===== src/rtl/pf_pkg.sv =====
package pf_pkg;
  localparam logic [15:0] CRC_POLY = 16'h1021;

  typedef enum logic [2:0] {
    T_IDLE, T_PRE, T_SOP0, T_SOP1, T_LEN, T_DATA, T_CRC0, T_CRC1
  } tx_st_t;

  typedef enum logic [2:0] {
    R_HUNT, R_SOP1, R_LEN, R_DATA, R_CRC0, R_CRC1
  } rx_st_t;

  // one byte through the CRC register, MSB first
  function automatic logic [15:0] crc16_step(input logic [15:0] c, input logic [7:0] d);
    logic [15:0] r;
    r = c;
    for (int i = 7; i >= 0; i--) begin
      if (r[15] ^ d[i]) r = {r[14:0], 1'b0} ^ CRC_POLY;
      else              r = {r[14:0], 1'b0};
    end
    return r;
  endfunction
endpackage


===== src/rtl/pf_ram.sv =====
module pf_ram #(
  parameter int DEPTH  = 8,
  parameter int WIDTH  = 8,
  parameter bit REG_RD = 1'b1,
  localparam int AW = (DEPTH > 1) ? $clog2(DEPTH) : 1
) (
  input  logic             clk,
  input  logic             we,
  input  logic [AW-1:0]    waddr,
  input  logic [WIDTH-1:0] wdata,
  input  logic             re,
  input  logic [AW-1:0]    raddr,
  output logic [WIDTH-1:0] rdata
);
  logic [WIDTH-1:0] mem [DEPTH];

  always_ff @(posedge clk) begin
    if (we) mem[waddr] <= wdata;
  end

  generate
    if (REG_RD) begin : g_sync
      always_ff @(posedge clk) begin
        if (re) rdata <= mem[raddr];
      end
    end else begin : g_async
      logic unused_re;
      assign unused_re = re;
      assign rdata = mem[raddr];
    end
  endgenerate
endmodule


===== src/rtl/pf_tx.sv =====
module pf_tx
  import pf_pkg::*;
#(
  parameter int DEPTH = 8,
  parameter int PRE_W = 4,
  localparam int AW = (DEPTH > 1) ? $clog2(DEPTH) : 1
) (
  input  logic             clk,
  input  logic             rst,
  input  logic [PRE_W-1:0] cfg_pre_cnt,
  input  logic [7:0]       cfg_pre_byte,
  input  logic             cfg_sop_en,
  input  logic [15:0]      cfg_sop_code,
  input  logic             cfg_len_en,
  input  logic             cfg_crc_en,
  input  logic [15:0]      cfg_seed,
  input  logic             start,
  input  logic [7:0]       len,
  output logic             busy,
  output logic [AW-1:0]    buf_addr,
  input  logic [7:0]       buf_data,
  output logic             o_vld,
  input  logic             o_rdy,
  output logic [7:0]       o_byte
);
  tx_st_t           st;
  logic [PRE_W-1:0] pcnt;
  logic [7:0]       idx, plen, cur;
  logic [15:0]      crc;
  logic [7:0]       en_now, en_go;
  logic             load;

  // lowest enabled stage after s, or idle
  function automatic tx_st_t nxt(input tx_st_t s, input logic [7:0] e);
    tx_st_t r;
    r = T_IDLE;
    for (int k = 7; k >= 1; k--)
      if (k > int'(s) && e[k]) r = tx_st_t'(k);
    return r;
  endfunction

  assign en_now = {cfg_crc_en, cfg_crc_en, plen != 8'd0, cfg_len_en,
                   cfg_sop_en, cfg_sop_en, cfg_pre_cnt != '0, 1'b0};
  assign en_go  = {cfg_crc_en, cfg_crc_en, len != 8'd0, cfg_len_en,
                   cfg_sop_en, cfg_sop_en, cfg_pre_cnt != '0, 1'b0};
  assign load     = !o_vld || o_rdy;
  assign busy     = (st != T_IDLE) || o_vld;
  assign buf_addr = idx[AW-1:0];

  always_comb begin
    case (st)
      T_PRE:   cur = cfg_pre_byte;
      T_SOP0:  cur = cfg_sop_code[15:8];
      T_SOP1:  cur = cfg_sop_code[7:0];
      T_LEN:   cur = plen;
      T_DATA:  cur = buf_data;
      T_CRC0:  cur = crc[15:8];
      T_CRC1:  cur = crc[7:0];
      default: cur = 8'h00;
    endcase
  end

  always_ff @(posedge clk) begin
    if (rst) begin
      st <= T_IDLE; o_vld <= 1'b0; o_byte <= '0;
      pcnt <= '0; idx <= '0; plen <= '0; crc <= '0;
    end else if (st == T_IDLE) begin
      if (load) o_vld <= 1'b0;
      if (start && !o_vld) begin
        st   <= nxt(T_IDLE, en_go);
        plen <= len;
        crc  <= cfg_seed;
        pcnt <= '0;
        idx  <= '0;
      end
    end else if (load) begin
      o_vld  <= 1'b1;
      o_byte <= cur;
      case (st)
        T_PRE: begin
          pcnt <= pcnt + 1'b1;
          if (pcnt == cfg_pre_cnt - 1'b1) st <= nxt(st, en_now);
        end
        T_LEN: begin
          crc <= crc16_step(crc, plen);
          st  <= nxt(st, en_now);
        end
        T_DATA: begin
          crc <= crc16_step(crc, buf_data);
          idx <= idx + 1'b1;
          if (idx == plen - 1'b1) st <= nxt(st, en_now);
        end
        default: st <= nxt(st, en_now);
      endcase
    end
  end
endmodule


===== src/rtl/pf_rx.sv =====
module pf_rx
  import pf_pkg::*;
#(
  parameter int DEPTH = 8,
  localparam int AW = (DEPTH > 1) ? $clog2(DEPTH) : 1,
  localparam logic [7:0] CAP = 8'(DEPTH)
) (
  input  logic          clk,
  input  logic          rst,
  input  logic          cfg_sop_en,
  input  logic [15:0]   cfg_sop_code,
  input  logic          cfg_len_en,
  input  logic [7:0]    cfg_fix_len,
  input  logic          cfg_crc_en,
  input  logic          cfg_chk,
  input  logic          cfg_rej_zero,
  input  logic          cfg_ovw,
  input  logic [15:0]   cfg_seed,
  input  logic          in_vld,
  input  logic [7:0]    in_byte,
  input  logic          stat_rd,
  output logic          wr_en,
  output logic [AW-1:0] wr_addr,
  output logic [7:0]    wr_data,
  output logic          done,
  output logic          crc_ok,
  output logic          ovf,
  output logic [7:0]    len_out
);
  rx_st_t      st, n_st, fld, first;
  logic [7:0]  cnt, n_cnt, plen, n_len;
  logic [15:0] crc, n_crc;
  logic        drop, n_drop, ovf_acc, n_ovf, fin, proc, good;

  assign first   = cfg_len_en ? R_LEN : R_DATA;
  assign wr_data = in_byte;

  always_comb begin
    n_st = st; n_cnt = cnt; n_len = plen; n_crc = crc;
    n_drop = drop; n_ovf = ovf_acc;
    fin = 1'b0; wr_en = 1'b0; proc = 1'b0; fld = st;
    wr_addr = cnt[AW-1:0];
    if (in_vld) begin
      case (st)
        R_HUNT: begin
          if (cfg_sop_en) begin
            if (in_byte == cfg_sop_code[15:8]) n_st = R_SOP1;
          end else begin
            proc = 1'b1; fld = first;
            n_cnt = '0; n_len = cfg_fix_len; n_crc = cfg_seed;
            n_drop = done && !cfg_ovw; n_ovf = 1'b0;
          end
        end
        R_SOP1: begin
          if (in_byte == cfg_sop_code[7:0]) begin
            n_st = first;
            n_cnt = '0; n_len = cfg_fix_len; n_crc = cfg_seed;
            n_drop = done && !cfg_ovw; n_ovf = 1'b0;
          end else if (in_byte != cfg_sop_code[15:8]) begin
            n_st = R_HUNT;
          end
        end
        default: proc = 1'b1;
      endcase
    end
    if (proc) begin
      case (fld)
        R_LEN: begin
          n_len = in_byte;
          n_crc = crc16_step(n_crc, in_byte);
          if (in_byte != 8'd0)  n_st = R_DATA;
          else if (cfg_crc_en)  n_st = R_CRC0;
          else begin n_st = R_HUNT; fin = 1'b1; end
        end
        R_DATA: begin
          n_crc   = crc16_step(n_crc, in_byte);
          wr_addr = n_cnt[AW-1:0];
          if (n_cnt < CAP) wr_en = !n_drop;
          else             n_ovf = 1'b1;
          if (n_cnt == n_len - 1'b1) begin
            if (cfg_crc_en) n_st = R_CRC0;
            else begin n_st = R_HUNT; fin = 1'b1; end
          end else begin
            n_st = R_DATA;
          end
          n_cnt = n_cnt + 1'b1;
        end
        R_CRC0: begin
          n_crc = crc16_step(n_crc, in_byte);
          n_st  = R_CRC1;
        end
        R_CRC1: begin
          n_crc = crc16_step(n_crc, in_byte);
          n_st  = R_HUNT;
          fin   = 1'b1;
        end
        default: ;
      endcase
    end
  end

  // residue of zero after the CRC bytes means a match
  assign good = !cfg_chk ||
                (cfg_crc_en && n_crc == 16'h0000 && !(cfg_rej_zero && cfg_seed == 16'h0000));

  always_ff @(posedge clk) begin
    if (rst) begin
      st <= R_HUNT; cnt <= '0; plen <= '0; crc <= '0; drop <= 1'b0; ovf_acc <= 1'b0;
      done <= 1'b0; crc_ok <= 1'b0; ovf <= 1'b0; len_out <= '0;
    end else begin
      st <= n_st; cnt <= n_cnt; plen <= n_len; crc <= n_crc;
      drop <= n_drop; ovf_acc <= n_ovf;
      if (stat_rd) begin
        done <= 1'b0; crc_ok <= 1'b0; ovf <= 1'b0;
      end
      if (fin && !n_drop) begin
        done <= 1'b1; crc_ok <= good; ovf <= n_ovf; len_out <= n_len;
      end
    end
  end
endmodule


===== src/rtl/pkt_framer.sv =====
module pkt_framer #(
  parameter int DEPTH = 8,
  parameter int PRE_W = 4,
  localparam int AW = (DEPTH > 1) ? $clog2(DEPTH) : 1
) (
  input  logic             clk,
  input  logic             rst,
  input  logic             cfg_sop_en,
  input  logic [15:0]      cfg_sop_code,
  input  logic             cfg_len_en,
  input  logic [7:0]       cfg_fix_len,
  input  logic [15:0]      cfg_seed,
  input  logic [PRE_W-1:0] cfg_pre_cnt,
  input  logic [7:0]       cfg_pre_byte,
  input  logic             cfg_tx_crc,
  input  logic             cfg_rx_crc,
  input  logic             cfg_rx_chk,
  input  logic             cfg_rej_zero,
  input  logic             cfg_ovw,
  input  logic             txb_we,
  input  logic [AW-1:0]    txb_addr,
  input  logic [7:0]       txb_wdata,
  input  logic             tx_start,
  input  logic [7:0]       tx_len,
  output logic             tx_busy,
  output logic             tx_vld,
  input  logic             tx_rdy,
  output logic [7:0]       tx_byte,
  input  logic             rx_vld,
  input  logic [7:0]       rx_byte,
  input  logic             rxb_rd,
  input  logic [AW-1:0]    rxb_addr,
  output logic [7:0]       rxb_rdata,
  input  logic             stat_rd,
  output logic             st_done,
  output logic             st_crc_ok,
  output logic             st_ovf,
  output logic [7:0]       st_len
);
  logic [AW-1:0] tx_raddr, rx_waddr;
  logic [7:0]    tx_rdata, rx_wdata;
  logic          rx_we;

  pf_ram #(.DEPTH(DEPTH), .WIDTH(8), .REG_RD(1'b0)) i_txbuf (
    .clk(clk), .we(txb_we), .waddr(txb_addr), .wdata(txb_wdata),
    .re(1'b1), .raddr(tx_raddr), .rdata(tx_rdata));

  pf_tx #(.DEPTH(DEPTH), .PRE_W(PRE_W)) i_tx (
    .clk(clk), .rst(rst),
    .cfg_pre_cnt(cfg_pre_cnt), .cfg_pre_byte(cfg_pre_byte),
    .cfg_sop_en(cfg_sop_en), .cfg_sop_code(cfg_sop_code),
    .cfg_len_en(cfg_len_en), .cfg_crc_en(cfg_tx_crc), .cfg_seed(cfg_seed),
    .start(tx_start), .len(tx_len), .busy(tx_busy),
    .buf_addr(tx_raddr), .buf_data(tx_rdata),
    .o_vld(tx_vld), .o_rdy(tx_rdy), .o_byte(tx_byte));

  pf_rx #(.DEPTH(DEPTH)) i_rx (
    .clk(clk), .rst(rst),
    .cfg_sop_en(cfg_sop_en), .cfg_sop_code(cfg_sop_code),
    .cfg_len_en(cfg_len_en), .cfg_fix_len(cfg_fix_len),
    .cfg_crc_en(cfg_rx_crc), .cfg_chk(cfg_rx_chk),
    .cfg_rej_zero(cfg_rej_zero), .cfg_ovw(cfg_ovw), .cfg_seed(cfg_seed),
    .in_vld(rx_vld), .in_byte(rx_byte), .stat_rd(stat_rd),
    .wr_en(rx_we), .wr_addr(rx_waddr), .wr_data(rx_wdata),
    .done(st_done), .crc_ok(st_crc_ok), .ovf(st_ovf), .len_out(st_len));

  pf_ram #(.DEPTH(DEPTH), .WIDTH(8), .REG_RD(1'b1)) i_rxbuf (
    .clk(clk), .we(rx_we), .waddr(rx_waddr), .wdata(rx_wdata),
    .re(rxb_rd), .raddr(rxb_addr), .rdata(rxb_rdata));
endmodule


===== config.mk =====
export PLATFORM = sky130hd
export DESIGN_NAME = pkt_framer
export DESIGN_NICKNAME = d
export VERILOG_FILES = /design/src/rtl/pf_pkg.sv /design/src/rtl/pf_ram.sv /design/src/rtl/pf_tx.sv /design/src/rtl/pf_rx.sv /design/src/rtl/pkt_framer.sv
export SDC_FILE = /design/constraint.sdc
export NUM_CORES = 1
export LEC_CHECK = 0
export BUFFER_PORTS_ARGS = -buffer_cell sky130_fd_sc_hd__buf_2
export CORE_ASPECT_RATIO = 1.4
export CORE_UTILIZATION = 60
export DETAILED_ROUTE_END_ITERATION = 10
export GPL_TIMING_DRIVEN = 0
export PLACE_DENSITY = 0.81
export SETUP_SLACK_MARGIN = 0.5
export SYNTH_ARGS = -nofsm -noshare
export SYNTH_HDL_FRONTEND = slang
export SYNTH_SLANG_ARGS = --single-unit

===== constraint.sdc =====
create_clock -name clk -period 4.75 [get_ports clk]
set_input_delay 0.2375 -clock clk [delete_from_list [all_inputs] [get_ports clk]]
set_output_delay 0.2375 -clock clk [all_outputs]
set_load 0.01 [all_outputs]

======== Yosys cells after proc, flatten, opt, wreduce, memory -nomap -nowiden ========
Memories as Yosys holds them, arrays and structs flattened. A register that Yosys moved wholly into a read port is not among the register bits.
Cells that the tools add are included.
word-level totals
  memories kept ........................... 2
  bits in registers ....................... 96
  input bits .............................. 97
  word-level logic and storage cells ...... 443
  memory bits (writable) .................. 128
  output and inout port bits .............. 29
memory list
  name         depth  width  rd ports  clocked after memory_dff  write ports  RTL line      text
  i_rxbuf.mem  8      8      1         1                         1            pf_ram.sv:15  logic [WIDTH-1:0] mem [DEPTH];
  i_txbuf.mem  8      8      1         1                         1            pf_ram.sv:15
cells by class
  bitwise gates (word level) .............. 90
  eq/ne operators ......................... 21
  multiplexer cells ....................... 258
  reduce and logical (&&, ||, !) cells .... 41
  $add $sub $neg .......................... 6
  magnitude comparators ................... 8
operators by type and width
  kind                                                                 number
  16-bit two-way mux                                                   119
  13-bit two-way mux                                                   45
  3-bit inverter                                                       44
  8-bit two-way mux                                                    14
  3-bit two-way mux                                                    33
  16-bit case mux with 2 select lines                                  2
  16-bit case mux with 4 select lines                                  1
  8-bit case mux with 7 select lines                                   1
  1-bit bitwise XOR                                                    45
  8-bit == test                                                        4
  16-bit logical NOT                                                   2
  8-bit case mux with 2 select lines                                   2
  1-bit two-way mux                                                    30
  8-bit nonzero test                                                   3
  3-bit == test (second input constant)                                6
  8-bit by 1-bit adder with 8-bit output (second input constant)       2
  4-bit two-way mux                                                    4
  8-bit by 1-bit subtractor with 8-bit output (second input constant)  2
  1-bit logical AND                                                    13
  3-bit by 2-bit == test with 1-bit output (second input constant)     4
  3-bit greater-than comparator (first input constant)                 4
  3-bit case mux with 2 select lines                                   2
  3-bit case mux with 4 select lines                                   1
  3-bit AND reduction                                                  3
  21 further kinds                                                     38

======== Depth between registers and ports, before layout ========
Gate-level depths: netlist of run 1.
  depth in word-level cells ............... 47
  mapped depth ............................ 20
  gate-level depth less buffers ........... 17

======== Cells and area by module ========
A second synthesis of run 1 with hierarchy kept.
unflattened totals
  cells, all modules ...................... 1183
  area, all modules ....................... 12954.9 um^2
by module, submodules not included
  module            cells each  instances  area each (um^2)
  pf_rx             523         1          4090.2
  pf_tx             439         1          3558.4
  pf_ram (i_rxbuf)  114         1          2771.4
  pf_ram (i_txbuf)  106         1          2531.2
  pkt_framer        1           1          3.8

======== Least setup slack after synthesis of run 1 ========
OpenSTA, ideal clock, no wires.
  path type ............................... register to register
  from .................................... register i_rx.st[2]
  to ...................................... memory i_rxbuf.mem[2][0], enable pin
  setup slack ............................. 0.540 ns
  arrival ................................. 3.812 ns
  stages on the path, launching flop included .. 13
  setup time .............................. 0.398 ns
  data required time ...................... 4.352 ns
  path through ............................ dfxtp_1 -> buf_2 -> or3b_1 -> clkbuf_1 -> o31a_1 -> clkbuf_1 -> nor2_1 -> buf_2 -> buf_1 -> a21oi_1 -> nand3b_1 -> or2_2 -> nor4b_1
between the ends
  longest elaborated chain between the ends .. 9
  elaborated cells on any way between the ends .. 21
  classes of those cells .................. 1 x order compare; 2 x eq/ne; 16 x mux; 2 x reduce/logical
RTL lines
  what                                                                                        RTL line      text
  from (decl)                                                                                 pf_rx.sv:30   rx_st_t st, n_st, fld, first;
  from (signal assigned)                                                                      pf_rx.sv:111  st <= n_st; cnt <= n_cnt; plen <= n_len; crc <= n_crc;
  3-bit by 1-bit == test with 1-bit output or 3-bit logical NOT (tied branches)               pf_rx.sv:44   case (st)
  8-bit case mux with 2 select lines or 1-bit case mux with 2 select lines (tied branches)    pf_rx.sv:44
  8-bit two-way mux or 1-bit two-way mux (tied branches)                                      pf_rx.sv:43   if (in_vld) begin
  8-bit by 4-bit less-than comparator with 1-bit output or 1-bit logical NOT (tied branches)  pf_rx.sv:78   if (n_cnt < CAP) wr_en = !n_drop;
  1-bit two-way mux                                                                           pf_rx.sv:78
  1-bit two-way mux                                                                           pf_rx.sv:67   case (fld)
  1-bit two-way mux                                                                           pf_rx.sv:66   if (proc) begin
  1-bit two-way mux                                                                           pf_ram.sv:18  if (we) mem[waddr] <= wdata;
  1-bit two-way mux (not written as such)                                                     pf_ram.sv:18
  to (decl)                                                                                   pf_ram.sv:15
Parallel ways exist; a longest one is shown, timed or not.

======== Worst setup path in the final report of run 1 ========
  from .................................... register i_rx.st[2]
  to ...................................... register i_rx.len_out[1]
between the ends
  longest elaborated chain between the ends .. 9
  elaborated cells on any way between the ends .. 25
  classes of those cells .................. 1 x add/sub; 5 x eq/ne; 16 x mux; 3 x reduce/logical
RTL lines
  what                                                                           RTL line      text
  3-bit by 1-bit == test with 1-bit output or 3-bit logical NOT (tied branches)  pf_rx.sv:44
  8-bit case mux with 2 select lines                                             pf_rx.sv:44
  8-bit two-way mux                                                              pf_rx.sv:43
  8-bit by 1-bit subtractor with 8-bit output                                    pf_rx.sv:80   if (n_cnt == n_len - 1'b1) begin
  8-bit == test                                                                  pf_rx.sv:80
  1-bit two-way mux                                                              pf_rx.sv:80
  1-bit case mux with 3 select lines                                             pf_rx.sv:67
  1-bit two-way mux                                                              pf_rx.sv:66
  1-bit logical AND                                                              pf_rx.sv:116  if (fin && !n_drop) begin
  to (signal assigned)                                                           pf_rx.sv:109  done <= 1'b0; crc_ok <= 1'b0; ovf <= 1'b0; len_out <= '0;
  to (signal assigned)                                                           pf_rx.sv:117  done <= 1'b1; crc_ok <= good; ovf <= n_ovf; len_out <= n_len;
  to (decl)                                                                      pf_rx.sv:28   output logic [7:0] len_out
Parallel ways exist; a longest one is shown, timed or not.
A chain may end at the register's enable or synchronous reset.

==> flow_summary.yaml, run 1 <==
clock_tree:
  number_of_clock_sinks: 235
  cts_tree: "done"
  cts_max_level: 1
  ctsRootBufferMaster: "clkbuf_16"
  cts_buffer_depth: 3
  clk-insertion-delay-late_ns: 0.53
  numCtsBuffers: 23
  clkTransAtPathRegs_ns: 0.07
synth:
  simple_gate_share_of_the_synthesized_area: 0.176
  postSynthNetCount: 1325
  synth_top_family_by_area: "simple AND/OR/NAND/NOR gates"
  adder_cell_area_share_of_the_yosys_netlist: 0.00871
  synth_cells: 1220
  synthesis.yosys.warnings: 0
  async_reset_ff_frac: 0
  synth_cell_types: 73
  yosys.area_share.xor_xnor: 0.0860
  synth_flop_cell: "edfxtp_1"
  post_synthesis_cell_area_um2: 12600
  post_synthesis_register_bit_count: 235
  sequential_cell_area_fraction_in_the_yosys_report: 0.480
  synth-compound-area-share: 0.131
  syn_avg_cell_area_um2: 10.4
  synth_enable_flop_cells: 136
  synthMuxAreaShare: 0.0872
cells_and_area:
  final_net_count: 1498
  regArea_um2: 6070
  final.fill_count: 1444
  multiInputGateArea_um2: 6340
  layout-drive-gt1-share: 0.191
  synthToLayoutAreaGrowth_pct: 16.5
  diodes: 0
  finalNonFillerCells: 1666
power:
  ir_worst_vdd_mv: 0.526
  netSwitchingPower_mw: 2.71
  leakage_nw: 5.22
  power-per-cell-area_nw_per_um2: 481
  combinationalPowerShare: 0.404
  seq_power_share: 0.349
  switching_share: 0.383
  p_clk_frac: 0.248
  internal_power_mw: 4.37
floorplan:
  floorplan.die_area_um2: 21700
  boundaryPins: 126
  dieHeight_um: 174
  die-width_um: 125
  rows: 62
  initial_core_util: 0.615
  design.core.area_um2: 20600
worst_setup_path:
  worstSetupEndpointType: "flop"
  cp_max_fo: 10
  critical_path.startpoint_type: "flop"
  regToRegEndpoint: "i_rx.len_out[1]"
  r2r_slack_ns: 0.64
  crit_end: "i_rx.len_out[1]"
  criticalPathCategory: "reg2reg"
  worst-r2r-cell-count: 19
  worstPathArrival_ns: 4.56
  critical_path.startpoint: "i_rx.st[2]"
  worstPathRequired_ns: 5.20
  worst_r2r_startpoint: "i_rx.st[2]"
route:
  post_drt_wl_per_cell_um: 22.7
  drt_pass1_iterations: 5
  totalWireLength_mm: 37.9
  route.detailed.drc: 0
  vias_per_cell: 6.41
  routed-via-count: 10683
  detail-route-antenna-nets: 0
  initial_drc_count: 865
run:
  max-cap-violations: 0
sta:
  rsz0062_at_grt: "true"
  fin_skew_ns: 0.0139
  finalHoldWorstSlack_ns: 0.0184
  final_hold_viol_count: 0
  fin_crit_sh: 0.865
  period_needed_ns: 4.11
  clock.fmax_mhz: 243
  setup_viol: 0
  timing_worst_slew_pin_value_ns: 1.24
  slew_viol_final: 0
  timing.max_slew.rel_slack: 0.166
global_routing:
  first_global_vias: 10718
  globalRouteTotalUtil: 0.348
  globalRoute.totalOverflow: 0
  grt_pass1_wl_mm: 58.2
  pin_count_of_the_biggest_net_entering_global_routing: 16
  grt_antenna_before_repair: 0
outcome:
  outcome: "finished, final reports clean"
placed_design:
  port_buffers: 118
  gp_congestion: 1.01
  dp_hpwl_mm: 27.8
  dp_cells: 1597
worst_hold_path:
  worst_hold_path_type: "in2reg"
-- metrics by stage --
step / total power, mW / worst slack [ns] / TNS (ns) / util / cell area (um^2)
finish: 7.09 / 0.642 / 0 / 0.716 / 14700
global route: 7.44 / 0.421 / 0 / 0.716 / 14700
CTS: 7.00 / 0.516 / 0 / 0.708 / 14600
detailed placement: 5.23 / -0.519 / -8.53 / 0.661 / 13600
global placement: 5.19 / -1.10 / -29.95 / 0.659 / 13500
floorplan: 4.50 / 0.540 / 0 / - / 12600
-- placed cells by master (no fill, tap or decap), drive strengths merged, types with 8 or more instances in the layout --
master,Yosys,layout
buf,20,148
edfxtp,136,136
nor2,122,122
nand2,106,106
dfxtp,99,99
clkbuf,61,89
a21oi,83,83
xnor2,60,60
xor2,58,58
nand2b,44,44
o21ai,42,42
mux4,33,33
nor3,32,32
nand3,23,23
nor2b,22,22
nor4,22,22
a211oi,21,21
nand4,20,20
dlygate4sd3,0,20
mux2i,19,19
a221oi,19,19
inv,17,19
mux2,15,15
a2111oi,15,15
and3,13,13
clkinv,1,11
a311oi,10,10
o211ai,9,9
a22oi,9,9
ha,8,8
and2,8,8
-- cells in the mapped netlist (5+ instances only) --
| master | instances | area share |
|---|---|---|
| edfxtp_1 | 136 | 0.32 |
| nor2_1 | 121 | 0.036 |
| nand2_1 | 106 | 0.031 |
| dfxtp_1 | 99 | 0.16 |
| a21oi_1 | 83 | 0.033 |
| clkbuf_1 | 61 | 0.018 |
| xnor2_1 | 60 | 0.042 |
| xor2_1 | 54 | 0.037 |
| nand2b_1 | 44 | 0.022 |
| o21ai_0 | 39 | 0.015 |
| mux4_2 | 33 | 0.059 |
| nor3_1 | 32 | 0.013 |
| nand3_1 | 23 | 0.0091 |
| nor2b_1 | 22 | 0.011 |
| a211oi_1 | 21 | 0.012 |
| nand4_1 | 20 | 0.0099 |
| a221oi_1 | 19 | 0.013 |
| mux2i_1 | 19 | 0.015 |
| inv_1 | 17 | 0.0051 |
| nor4_1 | 17 | 0.0084 |
| a2111oi_0 | 15 | 0.010 |
| mux2_2 | 15 | 0.013 |
| and3_1 | 12 | 0.0059 |
| buf_2 | 11 | 0.0044 |
| a311oi_1 | 10 | 0.0069 |
| a22oi_1 | 9 | 0.0053 |
| o211ai_1 | 9 | 0.0053 |
| ha_1 | 8 | 0.0079 |
| buf_1 | 7 | 0.0021 |
| and2_1 | 6 | 0.0030 |
| a21boi_0 | 5 | 0.0030 |
| o211a_1 | 5 | 0.0040 |
-- timing repair --
| action | CTS | global route |
|---|---|---|
| gates resized for setup | 16 | 33 |
| hold buffers | 20 | 0 |
| pin swaps | 1 | 6 |
| setup endpoints to repair | 78 | 70 |
| buffers inserted | 1 | 6 |
| endpoints found under the hold margin | 85 | 0 |
-- worst min-delay path by stage --
stage                           from           endpoint  cells after the start
final                     rx_byte[0]  i_rxbuf.mem[7][0]                      1
after global routing      rx_byte[0]  i_rxbuf.mem[3][0]                      1
after CTS                 rx_byte[0]  i_rxbuf.mem[7][0]                      1
after detailed placement  cfg_rx_chk        i_rx.crc_ok                      2
after global placement    cfg_rx_chk        i_rx.crc_ok                      2
after floorplan           rx_byte[0]  i_rxbuf.mem[0][0]                      0
-- layer usage --
| layer | GRT usage | vias to the layer above | wire (um) |
|---|---|---|---|
| met5 | 0 | - | 0 |
| met4 | 0.246 | 0 | 3020 |
| met3 | 0.0506 | 175 | 2880 |
| met2 | 0.615 | 588 | 18900 |
| met1 | 0.382 | 5072 | 13000 |
| li1 | - | 4848 | - |
-- cells by family after synthesis --
kind of cell	Yosys count
xor gates and xnor gates	119
adders and majority gates	9
AOI/OAI and AO/OA	250
muxes	67
buffers and inverters	99
DFF	235
and+or+nand+nor	441
-- power by group through the flow --
stage                     clock network, mW  registers, mW  logic (mW)
after floorplan                           0           2.47        2.03
after global placement                    0           2.50        2.69
after detailed placement                  0           2.50        2.73
after CTS                              1.77           2.46        2.77
after global routing                   1.84           2.48        3.12
final                                  1.75           2.47        2.86
-- critical path, cell delays in order, from the launching register on --
cell and delay (ns):
dfxtp_1 0.30, buf_2 0.18, or3b_1 0.39, clkbuf_2 0.19
buf_4 0.22, o31ai_4 0.33, a21oi_1 0.16, nor2_1 0.20
ha_2 0.25, inv_1 0.06, nand2_1 0.08, o211a_1 0.14
o311a_1 0.18, nor3_1 0.06, nor3_2 0.24, nand4b_1 0.17
o21a_1 0.21, clkbuf_2 0.17, or3_1 0.38, a21oi_1 0.13
-- flip-flops by register name, summed over array words and instances (netlist names), 3 cells and up, named ones only --
signal / flops
i_rx.cnt: 8
i_rx.crc: 16
i_rx.len_out: 8
i_rx.plen: 8
i_rx.st: 3
i_rxbuf.mem: 64
i_rxbuf.rdata: 8
i_tx.crc: 16
i_tx.idx: 8
i_tx.o_byte: 8
i_tx.pcnt: 4
i_tx.plen: 8
i_tx.st: 3
i_txbuf.mem: 64
-- cell type report --
cell class / instances / share of cell area
timing repair buffer: 148 / 0.0588
inverter: 18 / 0.00459
sequential: 235 / 0.412
buffer: 81 / 0.0238
tap: 256 / 0.0218
multi-input combinational: 886 / 0.431
clock inverter: 14 / 0.00765
clock buffer: 28 / 0.0404
No activity file was read; power rests on OpenSTA's default activity.
==> run 2: changes to the inputs <==
--- a/config.mk
+++ b/config.mk
@@ -9,7 +9,7 @@
 export CORE_ASPECT_RATIO = 1.4
 export CORE_UTILIZATION = 60
 export DETAILED_ROUTE_END_ITERATION = 10
-export GPL_TIMING_DRIVEN = 0
+export HOLD_SLACK_MARGIN = 0.08
 export PLACE_DENSITY = 0.81
 export SETUP_SLACK_MARGIN = 0.5
 export SYNTH_ARGS = -nofsm -noshare
==> flow_summary.yaml, run 2 (synthesis gave the netlist of run 1 again) <==
outcome:
  outcome: "finished, final reports clean"
clock_tree:
  cts_tree: "done"
  cts_buffer_depth: 3
  post-cts-setup-buffers: 0
  numCtsBuffers: 23
  cts_max_level: 1
  clk-insertion-delay-late_ns: 0.54
  ctsRootBufferMaster: "clkbuf_16"
  clkTransAtPathRegs_ns: 0.07
  number_of_clock_sinks: 235
route:
  route.detailed.drc: 0
  drt_pass1_iterations: 5
  post_drt_wl_per_cell_um: 21.9
  vias_per_cell: 6.39
  initial_drc_count: 989
  routed-via-count: 10359
  totalWireLength_mm: 35.5
  detail-route-antenna-nets: 0
power:
  combinationalPowerShare: 0.381
  internal_power_mw: 4.46
  leakage_nw: 5.23
  power-per-cell-area_nw_per_um2: 485
  seq_power_share: 0.362
  switching_share: 0.369
  ir_worst_vdd_mv: 0.630
  netSwitchingPower_mw: 2.60
  p_clk_frac: 0.257
cells_and_area:
  largest_registers: "i_rxbuf.mem (64), i_txbuf.mem (64)"
  design_area_um2: 14600
  layout_common_cells: "edfxtp_1 (136), buf_2 (125), nor2_1 (120), nand2_1 (105), dfxtp_1 (98)"
  layout-drive-gt1-share: 0.193
  mostFrequentLayoutCell: "edfxtp_1"
  synthToLayoutAreaGrowth_pct: 15.2
  final.fill_count: 1473
  diodes: 0
  final_net_count: 1456
sta:
  clock.fmax_mhz: 245
  setup-tns-final_ns: 0
  final_hold_viol_count: 0
  timing.max_slew.rel_slack: 0.332
  period_needed_ns: 4.09
  fin_skew_ns: 0.0261
  timing_worst_slew_pin_value_ns: 1.00
  setup_ws_ns: 0.661
  fin_crit_sh: 0.861
  setup_viol: 0
  rsz0062_at_grt: "false"
  slew_viol_final: 0
global_routing:
  globalRoute.totalOverflow: 0
  gr_util_met2: 0.576
  globalRouteTotalUtil: 0.328
  grt_most_used_layer: "met2"
  grt_util_met3: 0.0571
  grt_pass1_wl_mm: 55.4
  gr-usage-met1: 0.362
  grt_antenna_before_repair: 0
  pin_count_of_the_biggest_net_entering_global_routing: 54
  first_global_vias: 10476
floorplan:
  boundaryPins: 126
  dieHeight_um: 174
  floorplan.die_area_um2: 21700
  die-width_um: 125
  design.core.area_um2: 20600
  rows: 62
  initial_core_util: 0.615
run:
  max-cap-violations: 0
placed_design:
  dpl-instance-area_um2: 13500
  port_buffers: 125
  dp_hpwl_mm: 25.9
  post-place-ws_ns: 0.396
  gp_congestion: 1.00
worst_setup_path:
  worstPathRequired_ns: 5.19
  worstPathArrival_ns: 4.52
  worstSetupEndpointType: "flop"
  worst-r2r-cell-count: 10
  criticalPathCategory: "reg2reg"
  cp_max_fo: 13
  critical_path.startpoint_type: "flop"
worst_hold_path:
  min_delay_path_depth: 3
  worst_hold_path_type: "in2reg"
==> run 2: cell types whose count changed in the layout (fill, tap and decap cells not counted), sizes merged <==
| cell | before | now |
|---|---|---|
| buf | 148 | 160 |
| bufinv | 1 | 2 |
| clkbuf | 89 | 30 |
| clkinv | 11 | 7 |
| clkinvlp | 1 | 0 |
| dlygate4sd3 | 20 | 27 |
==> run 2: metrics by stage <==
step	power, mW	cells	hold slack, ns	utilization
5_1_grt	7.43	1622	0.104	0.708
6_report	7.06	1622	0.0999	0.708
3_3_place_gp	5.13	1555	0.453	0.658
4_1_cts	7.02	1622	0.0964	0.707
3_5_place_dp	5.19	1555	0.465	0.658
2_1_floorplan	4.50	1220	0.336	-
==> run 2: metal layers <==
| layer | part of all wire | vias to the layer above |
|---|---|---|
| li1 | - | 4764 |
| met1 | 0.36 | 4916 |
| met2 | 0.50 | 522 |
| met3 | 0.073 | 157 |
| met4 | 0.071 | 0 |
| met5 | 0 | - |
==> run 2: power by group through the flow <==
| stage | Combinational, mW | Sequential, mW | Clock [mW] |
|---|---|---|---|
| 3_3_place_gp | 2.55 | 2.58 | 0 |
| 5_1_grt | 2.94 | 2.58 | 1.91 |
| 6_report | 2.69 | 2.56 | 1.82 |
| 2_1_floorplan | 2.03 | 2.47 | 0 |
| 4_1_cts | 2.64 | 2.55 | 1.83 |
| 3_5_place_dp | 2.60 | 2.59 | 0 |
==> run 2: worst paths after layout <==
check / slack [ns] / start / end
min: 0.1 / cfg_rx_crc / i_rx.st[2]
max reg2reg: 0.66 / i_rx.st[1] / i_rx.crc_ok
max: 0.66 / i_rx.st[1] / i_rx.crc_ok
min reg2reg: 0.47 / i_rx.len_out[5] / i_rx.len_out[5]
==> run 2: critical path, cell delays in order (launching register included) <==
cell and delay [ns]:
dfxtp_1 0.42, or3b_1 0.51, nor2_2 0.38, a21oi_1 0.09, nor4_2 0.50, xor2_2 0.31, xor2_1 0.19, a21oi_1 0.10
or4_1 0.51, or4_1 0.64, a311oi_1 0.33
==> run 2: final cells by class <==
cell class,count,area [um^2],share of cell area
clock buffer,30,622,0.0427
clock inverter,10,118,0.00808
inverter,18,67.6,0.00464
multi-input combinational,886,6200,0.426
sequential,235,6070,0.417
tap,256,320,0.0220
timing repair buffer,187,1160,0.0796
==> run 2: what timing repair did <==
| action | in CTS | in global routing |
|---|---|---|
| endpoints found under the hold margin | 90 | 0 |
| resized for setup | 2 | 4 |
| endpoints found under the setup margin | 1 | 13 |
| hold buffers | 27 | 0 |
==> run 3: changes to the inputs <==
--- a/config.mk
+++ b/config.mk
@@ -5,12 +5,14 @@
 export SDC_FILE = /design/constraint.sdc
 export NUM_CORES = 1
 export LEC_CHECK = 0
+export ABC_AREA = 1
 export BUFFER_PORTS_ARGS = -buffer_cell sky130_fd_sc_hd__buf_2
 export CORE_ASPECT_RATIO = 1.4
 export CORE_UTILIZATION = 60
 export DETAILED_ROUTE_END_ITERATION = 10
 export HOLD_SLACK_MARGIN = 0.08
 export PLACE_DENSITY = 0.81
+export RECOVER_POWER = 25
 export SETUP_SLACK_MARGIN = 0.5
 export SYNTH_ARGS = -nofsm -noshare
 export SYNTH_HDL_FRONTEND = slang
==> flow_summary.yaml, run 3 <==
clock_tree:
  numCtsBuffers: 23
  clk-insertion-delay-late_ns: 0.52
  cts_tree: "done"
  number_of_clock_sinks: 235
  post-cts-setup-buffers: 0
  cts_buffer_depth: 3
  clkTransAtPathRegs_ns: 0.07
  cts_max_level: 1
  ctsRootBufferMaster: "clkbuf_16"
worst_setup_path:
  worst_r2r_startpoint: "i_rx.st[2]"
  worstPathArrival_ns: 3.99
  path_common_cell: "nand2_1"
  timing.critical_path.cells: "inv_1, nand2_1, nor2_4, nand2_1, inv_1, nand2_2, nand2_1, nand4_1, nor3_1, nand2_1, nor3_1"
  worst-r2r-cell-count: 11
  worstSetupEndpointType: "flop"
  cp_max_fo: 30
  r2r_slack_ns: 0.89
  worstPathRequired_ns: 4.88
  crit_path_top_delay_cell: "nor3_1"
  critical_path.startpoint_type: "flop"
  timing.critical_path.slowest_cell_delay_ns: 0.86
  regToRegEndpoint: "i_rxbuf.mem[4][0]"
  critical_path.startpoint: "i_rx.st[2]"
  criticalPathCategory: "reg2reg"
route:
  totalWireLength_mm: 35.3
  detail-route-antenna-nets: 0
  routed-via-count: 10954
  initial_drc_count: 847
  drt_pass1_iterations: 7
  post_drt_wl_per_cell_um: 18.8
  route.detailed.drc: 0
  vias_per_cell: 5.84
placed_design:
  gp_congestion: 1.02
  port_buffers: 125
  post-place-ws_ns: 0.888
  dp_hpwl_mm: 25.9
cells_and_area:
  largest_registers: "i_rxbuf.mem (64), i_txbuf.mem (64)"
  layout-drive-gt1-share: 0.138
  synthToLayoutAreaGrowth_pct: 14.5
  utilization: 0.702
  mostFrequentLayoutCell: "nand2_1"
  layout_common_cells: "nand2_1 (283), nor2_1 (197), inv_1 (140), edfxtp_1 (136), o21ai_0 (130)"
  final_net_count: 1710
global_routing:
  globalRouteTotalUtil: 0.340
  grt_pass1_wl_mm: 54.0
  grt_antenna_before_repair: 3
  pin_count_of_the_biggest_net_entering_global_routing: 61
  globalRoute.totalOverflow: 0
  first_global_vias: 10731
synth:
  synth_largest_area_cell: "edfxtp_1"
  synth_largest_type_area_fraction: 0.334
  post_synthesis_register_bit_count: 235
  synthesis.yosys.warnings: 0
  post_synthesis_cell_area_um2: 12200
  synth_flop_cell: "edfxtp_1"
  synth_cells: 1473
  syn_avg_cell_area_um2: 8.29
  sequential_cell_area_fraction_in_the_yosys_report: 0.497
  postSynthNetCount: 1578
  synth.most_common_cell: "nand2_1"
  synth_common_cells: "nand2_1 (283), nor2_1 (197), inv_1 (140), edfxtp_1 (136), o21ai_0 (130)"
  synth_enable_flop_cells: 136
  async_reset_ff_frac: 0
  synth_cell_types: 52
  netlist_top_cells_area: "edfxtp_1 (33%), dfxtp_1 (16%), nand2_1 (8.7%)"
sta:
  fin_skew_ns: 0.0125
  final_hold_viol_count: 0
  slew_viol_final: 0
  clock.fmax_mhz: 259
  setup_ws_ns: 0.892
  timing.max_slew.rel_slack: 0.266
  rsz0062_at_grt: "false"
  setup_viol: 0
  timing_worst_slew_pin_value_ns: 1.09
  period_needed_ns: 3.86
  fin_crit_sh: 0.812
  setup-tns-final_ns: 0
power:
  ir_worst_vdd_mv: 0.438
  power-per-cell-area_nw_per_um2: 482
  p_clk_frac: 0.284
  post-layout-total-power_mw: 6.74
  combinationalPowerShare: 0.344
  switching_share: 0.368
  seq_power_share: 0.372
  internal_power_mw: 4.26
  netSwitchingPower_mw: 2.48
  leakage_nw: 5.68
floorplan:
  floorplan.die_area_um2: 20900
  initial_core_util: 0.613
  rows: 61
  die-width_um: 123
  design.core.area_um2: 19900
  boundaryPins: 126
  dieHeight_um: 171
run:
  max-cap-violations: 0
outcome:
  outcome: "finished, final reports clean"
worst_hold_path:
  worst_hold_path_type: "in2reg"
  min_from: "cfg_seed[2]"
  worst_hold_path_ep: "i_tx.crc[2]"
  min_delay_path_depth: 3
[run 3: changes by cell type in the layout (fill, tap and decap cells not counted), moves of 25 or more]
cell,delta
xnor2_1,-31
o21ai_0,+91
nand2_2,+25
nor2_1,+77
nand2_1,+178
nand3_1,+50
nand2b_1,-44
inv_1,+123
mux4_2,-33
[run 3: critical path, delay by kind of cell (launching register included)]
family / cells / cell delay, ns
flip-flops: 1 / 0.32
AND/OR/NAND/NOR: 9 / 3.00
buffers and inverters: 2 / 0.14
[run 3: stage by stage]
| step | hold slack [ns] | cell area [um^2] | instances |
|---|---|---|---|
| 6_report | 0.0917 | 14000 | 1876 |
| 5_1_grt | 0.101 | 14000 | 1876 |
| 4_1_cts | 0.0863 | 14000 | 1873 |
| 3_5_place_dp | 0.456 | 13000 | 1811 |
| 3_3_place_gp | 0.453 | 13000 | 1811 |
| 2_1_floorplan | 0.336 | 12200 | 1473 |
[run 3: final cells by class]
type,count,area (um^2)
flip-flops and latches,235,6070
fillers,1618,5930
multi-input cells,1033,5320
repair buffers,159,917
clock buffers,27,601
inverters,153,576
well taps,252,315
clock inverters,14,185
diodes,3,7.51
[run 3: worst max path at each step]
| stage | cells after the start | endpoint | slack [ns] |
|---|---|---|---|
| 4_1_cts | 11 | i_rxbuf.mem[4][6] | 0.87 |
| 3_3_place_gp | 13 | i_rxbuf.mem[4][3] | 1.06 |
| 5_1_grt | 11 | i_rxbuf.mem[4][0] | 0.61 |
| 3_5_place_dp | 11 | i_rxbuf.mem[4][0] | 0.89 |
| 2_1_floorplan | 15 | i_rxbuf.mem[4][0] | 1.80 |
| 6_report | 11 | i_rxbuf.mem[4][0] | 0.89 |
[run 3: timing repair]
| action | 4_1_cts | 5_1_grt |
|---|---|---|
| hold endpoints to repair | 85 | 0 |
| hold buffers | 21 | 0 |
| gates resized for setup | 0 | 0 |
[run 3: kinds of logic after synthesis]
group,count (synthesis),share of synthesized area
AND/OR/NAND/NOR,642,0.226
AO/OA/AOI/OAI,305,0.143
flip-flops,235,0.497
buffers and inverters,205,0.0679
XOR/XNOR,67,0.0487
multiplexers,11,0.00901
adder cells (fa/ha/maj),8,0.00820
[run 3: power by group through the flow]
stage	Clock [mW]	Sequential, mW	Combinational (mW)
after global routing	1.99	2.52	2.57
after detailed placement	0	2.54	2.25
after CTS	1.92	2.50	2.28
after floorplan	0	2.50	1.70
final	1.92	2.50	2.32
after global placement	0	2.54	2.21
[run 3: per-layer routing]
layer  GRT usage  vias to the layer above  part of all wire
li1            -                     5235                 -
met4       0.241                        0             0.069
met1       0.369                     5097              0.36
met5           0                        -                 0
met3      0.0467                      126             0.069
met2       0.600                      496              0.50
